<file path="src/rtl/bsu_pkg.sv">
// Shared types for the branch shadow unit.
// Assumes a single tracked branch; the state encoding is local to the unit.
package bsu_pkg;
    typedef enum logic [1:0] {
        ST_IDLE   = 2'd0,
        ST_SHADOW = 2'd1,
        ST_RETIRE = 2'd2
    } bsu_state_e;
endpackage

</file>
<file path="src/rtl/bsu_ctrl.sv">
// Control FSM: idle -> shadow on issue, shadow -> retire on a clean resolution,
// retire -> idle after one cycle. Also flags malformed resolution inputs.
// Assumes the resolution flags are synchronous to clk.
module bsu_ctrl
    import bsu_pkg::*;
(
    input  logic       clk,
    input  logic       rst_n,
    input  logic       issue_valid,
    input  logic       res_then,
    input  logic       res_else,
    output bsu_state_e state,
    output logic       capture_en,
    output logic       resolve_en,
    output logic       err
);
    bsu_state_e state_d;
    logic       any_flag;
    logic       bad_flags;

    // Decode accept, resolve and error conditions from current state and inputs.
    always_comb begin
        any_flag   = res_then | res_else;
        capture_en = (state == ST_IDLE) && issue_valid;
        resolve_en = (state == ST_SHADOW) && (res_then ^ res_else);
        bad_flags  = (res_then & res_else) || (any_flag && (state != ST_SHADOW));
    end

    // Next-state selection.
    always_comb begin
        state_d = state;
        unique case (state)
            ST_IDLE:   if (capture_en) state_d = ST_SHADOW;
            ST_SHADOW: if (resolve_en) state_d = ST_RETIRE;
            ST_RETIRE: state_d = ST_IDLE;
            default:   state_d = ST_IDLE;
        endcase
    end

    // State and error-pulse registers.
    always_ff @(posedge clk) begin
        if (!rst_n) begin
            state <= ST_IDLE;
            err   <= 1'b0;
        end else begin
            state <= state_d;
            err   <= bad_flags;
        end
    end
endmodule

</file>
<file path="src/rtl/bsu_store.sv">
// Holds the predicted direction and the alternative PC of the tracked branch.
// Assumes capture_en is only raised while the unit is idle.
module bsu_store #(
    parameter int PC_W = 32
) (
    input  logic            clk,
    input  logic            rst_n,
    input  logic            capture_en,
    input  logic            pred_then_in,
    input  logic [PC_W-1:0] alt_pc_in,
    output logic            pred_then,
    output logic [PC_W-1:0] alt_pc
);
    // Capture on accepted issue; clear on reset.
    always_ff @(posedge clk) begin
        if (!rst_n) begin
            pred_then <= 1'b0;
            alt_pc    <= '0;
        end else if (capture_en) begin
            pred_then <= pred_then_in;
            alt_pc    <= alt_pc_in;
        end
    end
endmodule

</file>
<file path="src/rtl/bsu_outcome.sv">
// Compares the actual direction with the stored prediction and registers the
// one-cycle outcome, redirect and training pulses.
// Assumes resolve_en is raised for exactly one cycle per tracked branch.
module bsu_outcome #(
    parameter int PC_W = 32
) (
    input  logic            clk,
    input  logic            rst_n,
    input  logic            resolve_en,
    input  logic            actual_then,
    input  logic            pred_then,
    input  logic [PC_W-1:0] alt_pc,
    output logic            success,
    output logic            cancel,
    output logic            redirect_valid,
    output logic [PC_W-1:0] redirect_pc,
    output logic            train_valid,
    output logic            train_then
);
    logic mispredict;

    // Direction comparison.
    always_comb mispredict = (actual_then != pred_then);

    // Outcome pulse registers; all return to zero when no resolution occurs.
    always_ff @(posedge clk) begin
        if (!rst_n) begin
            success        <= 1'b0;
            cancel         <= 1'b0;
            redirect_valid <= 1'b0;
            redirect_pc    <= '0;
            train_valid    <= 1'b0;
            train_then     <= 1'b0;
        end else begin
            success        <= resolve_en && !mispredict;
            cancel         <= resolve_en && mispredict;
            redirect_valid <= resolve_en && mispredict;
            redirect_pc    <= (resolve_en && mispredict) ? alt_pc : '0;
            train_valid    <= resolve_en;
            train_then     <= resolve_en && actual_then;
        end
    end
endmodule

</file>
<file path="src/rtl/branch_shadow_unit.sv">
// Top of the branch shadow unit: tracks one in-flight branch, holds a
// write-inhibit shadow until it resolves, then reports success or cancel
// with a redirect to the stored alternative PC and non-speculative training.
// Assumes a single branch unit and synchronous active-low reset.
module branch_shadow_unit
    import bsu_pkg::*;
#(
    parameter int PC_W = 32
) (
    input  logic            clk,
    input  logic            rst_n,
    input  logic            issue_valid,
    input  logic            issue_pred_then,
    input  logic [PC_W-1:0] issue_alt_pc,
    output logic            issue_ready,
    input  logic            res_then,
    input  logic            res_else,
    output logic            write_inhibit,
    output logic            success,
    output logic            cancel,
    output logic            redirect_valid,
    output logic [PC_W-1:0] redirect_pc,
    output logic            train_valid,
    output logic            train_then,
    output logic            err
);
    bsu_state_e      state;
    logic            capture_en;
    logic            resolve_en;
    logic            pred_then;
    logic [PC_W-1:0] alt_pc;

    bsu_ctrl u_ctrl (
        .clk        (clk),
        .rst_n      (rst_n),
        .issue_valid(issue_valid),
        .res_then   (res_then),
        .res_else   (res_else),
        .state      (state),
        .capture_en (capture_en),
        .resolve_en (resolve_en),
        .err        (err)
    );

    bsu_store #(.PC_W(PC_W)) u_store (
        .clk         (clk),
        .rst_n       (rst_n),
        .capture_en  (capture_en),
        .pred_then_in(issue_pred_then),
        .alt_pc_in   (issue_alt_pc),
        .pred_then   (pred_then),
        .alt_pc      (alt_pc)
    );

    bsu_outcome #(.PC_W(PC_W)) u_outcome (
        .clk           (clk),
        .rst_n         (rst_n),
        .resolve_en    (resolve_en),
        .actual_then   (res_then),
        .pred_then     (pred_then),
        .alt_pc        (alt_pc),
        .success       (success),
        .cancel        (cancel),
        .redirect_valid(redirect_valid),
        .redirect_pc   (redirect_pc),
        .train_valid   (train_valid),
        .train_then    (train_then)
    );

    // Status decode from the control state.
    always_comb begin
        issue_ready   = (state == ST_IDLE);
        write_inhibit = (state == ST_SHADOW);
    end
endmodule

</file>
<file path="config.mk">
export PLATFORM = sky130hd
export DESIGN_NAME = branch_shadow_unit
export DESIGN_NICKNAME = d
export VERILOG_FILES = /design/src/rtl/bsu_pkg.sv /design/src/rtl/bsu_ctrl.sv /design/src/rtl/bsu_store.sv /design/src/rtl/bsu_outcome.sv /design/src/rtl/branch_shadow_unit.sv
export SDC_FILE = /design/constraint.sdc
export NUM_CORES = 1
export LEC_CHECK = 0
export BUFFER_PORTS_ARGS = -buffer_cell sky130_fd_sc_hd__buf_2
export CELL_PAD_IN_SITES_DETAIL_PLACEMENT = 1
export CELL_PAD_IN_SITES_GLOBAL_PLACEMENT = 2
export CORE_MARGIN = 8
export CORE_UTILIZATION = 33
export CTS_BUF_LIST = sky130_fd_sc_hd__clkbuf_4
export DETAILED_ROUTE_END_ITERATION = 12
export PLACE_DENSITY_LB_ADDON = 0.25
export SYNTH_ARGS = -nofsm -noshare
export SYNTH_HDL_FRONTEND = slang
export SYNTH_SLANG_ARGS = --single-unit
</file>
<file path="constraint.sdc">
create_clock -name clk -period 2.4 [get_ports clk]
set_clock_uncertainty 0.05 [all_clocks]
set_input_delay 0.12 -clock clk [delete_from_list [all_inputs] [get_ports clk]]
set_output_delay 0.12 -clock clk [all_outputs]
set_load 0.02 [all_outputs]
</file>
## Word level (Yosys, flattened, before mapping)

Cells that the tools add are included.

- Memory bits (writable): 0
- Bits in latches: 0
- Word-level logic and storage cells: 31
- Input port bits: 38
- ROM bits: 0
- Bits in registers: 72
- Output and inout bits: 40
- Memories kept: 0

- $mul: 0
- $lt $le $gt $ge: 0
- Div/mod/pow operators: 0
- Shifts and indexed selects: 0
- Muxes and demuxes: 3
- Equal/unequal tests: 5
- Bitwise logic cells: 3
- Reductions and logical operators: 11
- $add $sub $neg: 0

Operator list:

| operator | count |
|---|---|
| logical AND 1 bit | 6 |
| != test 2 x 1 -> 1 bit, second input constant | 3 |
| 2-to-1 mux 2 bit | 2 |
| case mux 2 bit (2 select lines) | 1 |
| AND reduction 2 bit | 2 |
| == test 2 x 1 -> 1 bit, second input constant | 1 |
| logical NOT 2 bit | 1 |
| AND 1 bit | 1 |
| logical NOT 1 bit | 1 |
| logical OR 1 bit | 1 |
| != test 1 bit | 1 |
| bitwise OR 1 bit | 1 |
| XOR 1 bit | 1 |

## Logic depth before layout (Yosys ltp)

Gate-level depths: netlist (run 1).

- Word-level depth: 4
- Mapped depth: 6
- Depth with buffers taken out: 5

## By module

A second synthesis (run 1) with hierarchy kept.

- Cell total of the unflattened synthesis: 205
- Area, all modules: 2476.1 um2

Modules (own cells, without submodules):

| module | times used | cells each | area each (um2) | sequential area each (um2) |
|---|---|---|---|---|
| bsu_store | 1 | 106 | 1280.0 | 660.6 |
| bsu_outcome | 1 | 81 | 1028.5 | 720.7 |
| bsu_ctrl | 1 | 16 | 155.1 | 60.1 |
| branch_shadow_unit | 1 | 2 | 12.5 | 0.0 |

## Worst setup path before layout (run 1)

OpenSTA, ideal clock, no wires.

- Path type: flip-flop to flip-flop
- Start point: register u_ctrl.state[0]
- End point: register u_ctrl.err
- Path buffers: 0
- Arrival: 1.046 ns
- Stages on the path, launching flop included: 4
- Path slack: 1.189 ns
- Required time: 2.235 ns
- Setup time: 0.115 ns
- Period minus slack after synthesis: 1.211 ns
- Cells stage by stage: dfxtp_1 > nor2b_1 > nor2_1 > o21a_1

- Word-level cells in the longest chain between the ends: 3

RTL lines:

| element | line | source |
|---|---|---|
| start, declared | bsu_ctrl.sv:12 | `output bsu_state_e state,` |
| start signal, assigned | bsu_ctrl.sv:46 | `state <= state_d;` |
| != test 2 x 1 -> 1 bit | bsu_ctrl.sv:26 | `bad_flags = (res_then & res_else) \|\| (any_flag && (state != ST_SHADOW));` |
| logical AND 1 bit | bsu_ctrl.sv:26 |  |
| logical OR 1 bit | bsu_ctrl.sv:26 |  |
| end signal, assigned | bsu_ctrl.sv:47 | `err <= bad_flags;` |
| end, declared | bsu_ctrl.sv:15 | `output logic err` |

Every way passes these cells.
A chain may end at the register's enable or synchronous reset.

## Worst setup path after layout (run 1)

- Start point: input port res_then
- End point: register u_outcome.redirect_pc[17]

- Word-level cells in the longest chain between the ends: 4
- Elaborated cells between the ends (all ways): 5
- Those cells by class: eq/ne: 1; bitwise: 1; reduce/logical: 3

RTL lines:

| element | line | source |
|---|---|---|
| start, declared | branch_shadow_unit.sv:16 | `input logic res_then,` |
| XOR 1 bit | bsu_ctrl.sv:25 | `resolve_en = (state == ST_SHADOW) && (res_then ^ res_else);` |
| logical AND 1 bit | bsu_ctrl.sv:25 |  |
| logical AND 1 bit (*) | bsu_outcome.sv:38 | `redirect_pc <= (resolve_en && mispredict) ? alt_pc : '0;` |
| AND reduction 2 bit (no line) (*) | - |  |
| end signal, assigned | bsu_outcome.sv:38 |  |
| end, declared | bsu_outcome.sv:16 | `output logic [PC_W-1:0] redirect_pc,` |

Mark *: on every way between the ends. The rest lies on a longest branch, timed or not.

==> summary.txt, run 1 <==
Drt
  • Met1 WL: 2510 um
  • Antenna viol nets, final: 0
  • Post-route DRC: 0
  • Iter 0 DRT Violations: 34
  • DR top layer: met4
  • Routed WL per cell: roughly 12 um
  • Drt total wl: 5620 um
  • Met3 wire len: around 390 um
  • Vias per cell: around 4.2
  • Vias: 1916
  • Met2 Wirelength: 2660 um
  • Drt pass-1 iters: 4

Timing
  • Worst slew margin: about 56%
  • Final Cycle Share: roughly three quarters
  • Final hold vios: 0
  • Peak Freq: 543 MHz
  • Fin crit period: 1840 ps
  • Unrepaired setup endpoints after global routing: false
  • Fin Setup TNS: 0 ps
  • Worst hold slack: approximately 60 ps
  • Worst-margin pin slew: 661 ps
  • # setup viols final: 0
  • Slew Viols, Final: 0

Yosys
  • Compound-Gate Fraction of Synth Area: approximately 7.5%
  • Synth Cell Area: between 2000 and 2500 um2
  • Synth warn: 0
  • Post-synthesis sequential area ratio: 60.0%
  • Post-synthesis mux area share: 0%
  • Synthesis-stage register bit count: 72
  • Adder-cell share of the synthesized area: 1.04%
  • Post-synthesis simple-gate area fraction: 23.6%
  • Yosys cell types: 21
  • Count leader, synth: dfxtp_1
  • Largest family of logic cells by synthesized area: simple AND/OR/NAND/NOR gates
  • Top-area cell type share of the netlist area: between 60% and 70%
  • Top cells by count, synth: dfxtp_1, nand2_1, nand3_1
  • Largest cells by area after synthesis: dfxtp_1, and2_1, nand3_1
  • Syn nets: 280
  • Asr flop ratio synth: 0%
  • Number of synthesized flops with an enable pin: 0
  • Synth Area in XOR/XNOR: 0.365%
  • Synth area leader: dfxtp_1
  • Primary FF master, synth: dfxtp_1
  • Syn_area_per_cell: between 10 and 15 um2
  • Syn Inst Count: 240

Worst setup path
  • Setup crit start: res_then
  • Reg2Reg Depth: 3
  • CP Class: in -> reg
  • FF-to-FF setup slack: 870 ps
  • CP startpoint kind: input port
  • Req. time, crit path: 2670 ps
  • CP endpoint kind: flop
  • CP Max Fanout: 33
  • CP arrival: 2110 ps
  • Critical R2R Launch: u_ctrl.state[0]
  • Worst r2r dst: u_outcome.redirect_pc[17]

Hold path
  • Worst min path class: in -> reg
  • Hold depth: 3
  • WHS Endpoint: u_ctrl.err
  • Hold Startpoint: res_else

GRT
  • Largest net degree at the start of global routing: 69
  • Tot GR Track Use: about 11%
  • First-pass GRT wire length: 8990 um
  • Initial antenna violation count: 0
  • Grt ovf: 0
  • Vias in the first global route: 1943

Placed design
  • Placed insts: 400
  • Gpl congestion: ~0.66
  • HPWL Detailed: 3650 um
  • Port Buf Inserts: 77

Clock network
  • Setup bufs post-CTS: 0
  • Htree depth: 3
  • Clock transition at path regs: between 100 and 150 ps
  • Post-CTS Hold Fix Bufs: 36
  • Total CTS buffers: 9
  • CTS root buf: clkbuf_4
  • Clk sink count: 72
  • Resize count post-CTS: 0
  • Clk_lat worst skew: 380 ps
  • CTS tree: yes
  • Clk buf depth: 2

Final layout
  • Finished Layout Cells: 452
  • Fraction of layout cells with a size suffix above 1: 27.5%
  • Area Overhead vs Synth: 36.0%
  • # diodes: 0
  • Layout Nets: 388
  • Fill cell count: 879

Power and ir drop
  • Worst VDD drop: roughly 0.00024 V
  • Power Total: 0.00220 W
  • Power per cell area: 673 nW/um2
  • Lkg Pwr: about 1.5 nW

Status
  • Outcome: complete, no violations

Floorplanning
  • Core Rows: 31
  • DIE HEIGHT: between 100 and 150 um
  • Initial core utilization: between 30 and 40%
  • DIE WIDTH: a little over 100 um
  • CORE AREA: ~7100 um2
  • Die area: about 10000 um2
  • I/O pins: 78

Flow run
  • Max-cap viol count: 0
registers in the layout, summed over array words and instances, names as in the netlist:
register	cells
u_ctrl.state	2
u_outcome.redirect_pc	32
u_outcome.success	1
u_outcome.train_then	1
u_store.pred_then	1
u_outcome.train_valid	1
u_outcome.cancel	1
u_store.alt_pc	32
u_ctrl.err	1
metal layers:
| layer | GRT usage, % | vias up |
|---|---|---|
| met4 | 5.50 | 0 |
| met1 | 12.5 | 864 |
| met5 | 0 | - |
| met3 | 3.99 | 6 |
| met2 | 18.3 | 48 |
| li1 | - | 998 |
how the worst max path moves through the flow:
stage	slack, ps	cells after the start	to
2_1_floorplan	1190	3	u_ctrl.err
3_3_place_gp	740	6	u_outcome.redirect_pc[9]
3_5_place_dp	660	6	u_outcome.redirect_pc[13]
4_1_cts	530	7	u_outcome.redirect_pc[17]
5_1_grt	400	7	u_outcome.redirect_pc[26]
6_report	560	7	u_outcome.redirect_pc[17]
metrics by stage:
| stage | area (um2) | setup slack, ps | utilization, % |
|---|---|---|---|
| final | 3270 | 560 | 45.8 |
| after global routing | 3270 | 404 | 45.8 |
| after CTS | 3270 | 526 | 45.8 |
| after detailed placement | 2780 | 659 | 38.9 |
| after global placement | 2780 | 742 | 38.9 |
| after floorplan | 2400 | 1190 | - |
cell usage in the layout, fill, tap and decap left out, drive strengths merged:
cell type	count
and2	32
buf	80
bufinv	1
clkbuf	11
clkinv	4
dfxtp	72
dlygate4sd3	36
ha	2
inv	4
nand2	33
nand3	33
nand4b	1
nor2	4
nor2b	3
nor3b	1
o21a	2
o21ai	33
xnor2	1
area by class of cell:
type	instances	area (um2)	area share, %
clock buffer	11	82.6	2.53
clock inverter	5	47.5	1.46
inverter	4	15.0	0.460
multi-input combinational	145	787	24.1
sequential	72	1440	44.1
tap	99	124	3.79
timing repair buffer	116	768	23.5
report_power, final:
part,internal (W),total (W),switching [W],leakage [nW]
Sequential,0.00124,0.00126,0.0000214,0.586
Combinational,0.000103,0.000212,0.000109,0.828
Clock,0.000332,0.000723,0.000391,0.0757
worst max-delay path: stages:
cell	delay (ps)
dlygate4sd3_1	530
buf_2	130
inv_1	60
ha_1	340
nand4b_4	150
nor2_4	550
and2_1	220
cells by family (layout without fill, tap and decap cells):
family	count (synthesis)	count (layout)
simple gates	107	107
flops	72	72
compound gates	35	35
buf+inv	23	136
fa+ha+maj	2	2
xor+xnor	1	1
Note: power is estimated with default switching activity, not from simulation.
==> run 2: changes to the inputs <==
- CORE_UTILIZATION: 33 -> 28
- clock period: 2.4 -> 1.6 ns (I/O delays scaled with it)
==> run 2 against run 1 <==
Against the previous run:
- sequential cell count stayed put
- via count rose by 1.1%
- final area rose by 1.9%
- critical path type unchanged
==> summary.txt, run 2 (same netlist as run 1, synthesis figures left out) <==
GRT
  • Vias in the first global route: between 2000 and 2500
  • First-pass GRT wire length: 9940 um
  • GR peak layer: met2
  • M2 GR Usage: 17.0%
  • Grt met1 use: 12.4%
  • Tot GR Track Use: 10.8%
  • Initial antenna violation count: 0
  • Grt ovf: 0
  • Largest net degree at the start of global routing: 35
  • Grt met3 use: 4.40%

Timing
  • Worst slew margin: between 70% and 80%
  • Worst-margin pin slew: 325 ps
  • Fin crit period: between 1500 and 2000 ps
  • Final Cycle Share: 95.3%
  • Fin Setup TNS: 0 ps
  • Peak Freq: about 660 MHz
  • # setup viols final: 0
  • Slew Viols, Final: 0
  • Final hold vios: 0
  • Unrepaired setup endpoints after global routing: false

Floorplanning
  • I/O pins: 78
  • DIE WIDTH: 109 um
  • Die area: 11800 um2
  • CORE AREA: 8260 um2
  • Initial core utilization: 29.1%
  • Core Rows: 33
  • DIE HEIGHT: 109 um

Drt
  • Routed WL per cell: 13.0 um
  • Drt total wl: 6010 um
  • Vias per cell: about 4.2
  • Vias: 1938
  • Iter 0 DRT Violations: 24
  • Post-route DRC: 0
  • Antenna viol nets, final: 0
  • Drt pass-1 iters: 4

Worst setup path
  • Critical path, cell by cell: dlygate4sd3_1 > buf_2 > inv_1 > ha_1 > nand4b_4 > nor2_4 > buf_4 > and2_1
  • WP buf/inv: 4
  • Worst stage delay on the critical path: 520 ps
  • Critical R2R Launch: u_ctrl.state[0]
  • Setup crit start: res_then
  • CP delay by family, top: buffers and inverters
  • CP startpoint kind: input port
  • CP Class: in -> reg
  • Slowest cell on the critical path: dlygate4sd3_1
  • Req. time, crit path: approximately 1900 ps
  • CP endpoint kind: flop
  • CP Max Fanout: 20
  • CP arrival: 1820 ps

Final layout
  • Commonest non-fill, non-tap cells in the layout: buf_2, dfxtp_1, dlygate4sd3_1
  • Top Registers: u_outcome.redirect_pc: 32 flops, u_store.alt_pc: 32 flops, u_ctrl.state: 2 flops
  • Layout Nets: 392
  • # diodes: 0
  • Fraction of layout cells with a size suffix above 1: 28.3%
  • Fill cell count: 985
  • Area Overhead vs Synth: 38.6%
  • Commonest non-fill, non-tap cell in the layout: buf_2

Clock network
  • Setup bufs post-CTS: 0
  • CTS tree: yes
  • CTS root buf: clkbuf_4
  • Htree depth: 3
  • Clk sink count: 72
  • Total CTS buffers: 9
  • Clk buf depth: 2
  • Clock transition at path regs: approximately 100 ps
  • Clk_lat worst skew: 400 ps

Hold path
  • Worst min path class: in -> reg
  • Hold Startpoint: issue_valid

Power and ir drop
  • Lkg Pwr: about 1.5 nW
  • Power per cell area: 1000 nW/um2
  • Worst VDD drop: 0.000623 V
  • Power Total: 0.00334 W

Status
  • Outcome: complete, no violations

Placed design
  • Gpl congestion: 0.670
  • Port Buf Inserts: between 70 and 80
  • HPWL Detailed: 3980 um

Flow run
  • Max-cap viol count: 0
[run 2: cell count changes in the layout (fill, tap and decap cells not counted), sizes merged]
cell / before / now
buf: 80 / 84
[run 2: path summary, 6_finish.rpt]
path,endpoint,slack [ps],cells after the start
hold / removal,u_store.alt_pc[7],220,4
setup reg to reg,u_outcome.redirect_pc[18],330,4
setup / recovery,u_outcome.redirect_pc[18],70,8
hold reg to reg,u_outcome.redirect_pc[23],400,1
[run 2: layout make-up]
| cell class | count | area (um2) | share of cell area [%] |
|---|---|---|---|
| repair buffers | 120 | 823 | 24.7 |
| clock inverters | 5 | 47.5 | 1.43 |
| well taps | 105 | 131 | 3.95 |
| flip-flops and latches | 72 | 1440 | 43.3 |
| inverters | 4 | 15.0 | 0.451 |
| clock buffers | 11 | 82.6 | 2.48 |
| multi-input cells | 145 | 787 | 23.6 |
[run 2: layer usage]
metal,up-vias,wire (um)
li1,1000,-
met1,873,2710
met2,56,2680
met3,9,523
met4,0,90
met5,-,0
[run 2: repair_timing]
action,CTS,global route
resized for setup,0,0
hold buffers,36,0
endpoints found under the hold margin,38,0
[run 2: power breakdown]
part	leakage [nW]	internal (W)	switching, W	total, W
combinational	0.854	0.000172	0.000171	0.000344
clock	0.0757	0.000498	0.000599	0.00110
sequential	0.586	0.00186	0.0000327	0.00190
[run 2: tightest hold or removal path: stages]
cell,delay [ps]
buf_2,100
nor3b_4,160
buf_12,160
o21ai_1,120
[run 2: stage by stage]
stage          utilization, %  worst slack (ps)  hold slack (ps)  cell area [um2]  std cells
2_1_floorplan               -               389              160             2400        240
3_3_place_gp             34.4               261              245             2840        410
3_5_place_dp             34.4               200              254             2840        410
4_1_cts                  40.3              91.4              183             3330        462
5_1_grt                  40.3              9.04              207             3330        462
6_report                 40.3              74.7              222             3330        462
==> run 3: changes to the inputs <==
- CELL_PAD_IN_SITES_GLOBAL_PLACEMENT: 2 -> 1
- CORE_UTILIZATION: 28 -> 35
==> run 3 against run 2 <==
Against the previous run:
- maximum frequency grew 2.2%
- die area fell by 17%
- setup slack improved by 33 ps
- core utilization increased by 9.2 points
- non-clock buffer count down 1
- combinational power hardly changed
- global-route usage rose by 1.5 points
- critical path type unchanged
- largest power group unchanged
- highest routed layer unchanged
==> summary.txt, run 3 (same netlist as run 1, synthesis figures left out) <==
Clock network
  • CTS tree: yes
  • Clk sink count: 72
  • Htree depth: 3
  • Clk buf depth: 2
  • Total CTS buffers: 9
  • Clk_lat worst skew: 390 ps
  • CTS root buf: clkbuf_4
  • Clock transition at path regs: around 110 ps
  • Resize count post-CTS: 0

Power and ir drop
  • Worst VDD drop: 0.000460 V
  • Gate power share: 9.9%
  • Sw power: 0.000811 W
  • Power per cell area: 1040 nW/um2
  • Sequential share of power: 54.7%
  • Sw Share: roughly a quarter
  • Clock Power Share: a little over a third
  • Internal power: 0.00266 W
  • Lkg Pwr: roughly 1.5 nW

Final layout
  • Fraction of layout cells with a size suffix above 1: 28.4%
  • Sequential cell area: 1440 um2
  • Finished Layout Cells: 436
  • Layout Nets: between 300 and 400
  • Commonest non-fill, non-tap cell in the layout: buf_2
  • Commonest non-fill, non-tap cells in the layout: buf_2, dfxtp_1, dlygate4sd3_1
  • Area Overhead vs Synth: 38.5%
  • Top Registers: u_outcome.redirect_pc: 32 flops, u_store.alt_pc: 32 flops, u_ctrl.state: 2 flops
  • # diodes: 0
  • Area of the multi-input gates: roughly 790 um2
  • Fill cell count: 785

Timing
  • Worst slew margin: about three quarters
  • # setup viols final: 0
  • Fin crit period: about 1500 ps
  • Peak Freq: 670 MHz
  • Unrepaired setup endpoints after global routing: false
  • Fin Setup TNS: 0 ps
  • Slew Viols, Final: 0
  • Worst-margin pin slew: 382 ps
  • Final hold vios: 0
  • Final Cycle Share: 93.2%
  • Final worst slack: 108 ps

Drt
  • Post-route DRC: 0
  • Drt total wl: 5830 um
  • Iter 0 DRT Violations: 53
  • Routed WL per cell: 13.4 um
  • Drt pass-1 iters: 4
  • Vias per cell: 4.51
  • Antenna viol nets, final: 0
  • Vias: 1965

Worst setup path
  • CP endpoint kind: flop
  • CP arrival: 1780 ps
  • Req. time, crit path: 1890 ps
  • CP Max Fanout: 33
  • CP startpoint kind: input port
  • Critical R2R Launch: u_ctrl.state[1]
  • Setup crit start: res_then
  • CP Class: in -> reg

GRT
  • Initial antenna violation count: 0
  • Grt met3 use: 4.86%
  • M2 GR Usage: approximately a fifth
  • Vias in the first global route: 2028
  • First-pass GRT wire length: ~9700 um
  • Grt ovf: 0
  • Grt met1 use: around 14%
  • Largest net degree at the start of global routing: 36
  • Tot GR Track Use: 12.4%
  • GR peak layer: met2

Hold path
  • Hold Startpoint: issue_valid
  • Worst min path class: in -> reg

Floorplanning
  • I/O pins: 78
  • Die area: 9770 um2
  • Core Rows: 30
  • Initial core utilization: 35.7%
  • DIE WIDTH: 98.8 um
  • DIE HEIGHT: 98.8 um
  • CORE AREA: 6720 um2

Placed design
  • Port Buf Inserts: 77
  • Place WS: 253 ps
  • Gpl congestion: 0.631
  • HPWL Detailed: between 3000 and 4000 um
  • Placed insts: 384

Status
  • Outcome: complete, no violations

Flow run
  • Max-cap viol count: 0
[run 3: path summary, 6_finish.rpt]
path | cells past startpoint | endpoint | slack, ps
hold reg to reg | 2 | u_store.alt_pc[10] | 400
hold / removal | 4 | u_store.alt_pc[10] | 230
setup reg to reg | 4 | u_outcome.redirect_pc[24] | 340
setup / recovery | 8 | u_outcome.redirect_pc[0] | 110
[run 3: layout make-up]
cell class	instances	share of cell area, %
flip-flops and latches	72	43.3
clock buffers	9	2.03
multi-input cells	145	23.7
repair buffers	119	24.9
inverters	4	0.451
clock inverters	7	2.60
well taps	80	3.01
[run 3: power by group through the flow]
stage                     logic, W  registers [W]  clock network (W)
after floorplan           0.000189        0.00194                  0
after global placement    0.000273        0.00193                  0
after detailed placement  0.000279        0.00194                  0
after CTS                 0.000348        0.00190            0.00128
after global routing      0.000384        0.00191            0.00137
final                     0.000345        0.00190            0.00123
[run 3: per-stage QoR]
| stage | power [W] | utilization (%) | area [um2] | hold WS (ps) |
|---|---|---|---|---|
| 5_1_grt | 0.00366 | 49.5 | 3330 | 213 |
| 3_3_place_gp | 0.00221 | 41.8 | 2810 | 247 |
| 6_report | 0.00347 | 49.5 | 3330 | 228 |
| 2_1_floorplan | 0.00213 | - | 2400 | 160 |
| 3_5_place_dp | 0.00222 | 41.8 | 2810 | 252 |
| 4_1_cts | 0.00353 | 49.5 | 3330 | 194 |
[run 3: metal layers]
layer	vias up	routed length, um
li1	999	-
met1	908	2530
met2	51	2760
met3	7	439
met4	0	96
met5	-	0
[run 3: what timing repair did]
action                    CTS  global route
hold endpoints to repair   38             0
hold buffers               36             0
setup buffers               0             0
[run 3: critical path: stages]
cell           delay [ps]
dlygate4sd3_1         530
buf_2                 130
inv_1                  60
ha_1                  340
nand4b_4              160
nor2_4                150
buf_12                170
and2_1                150
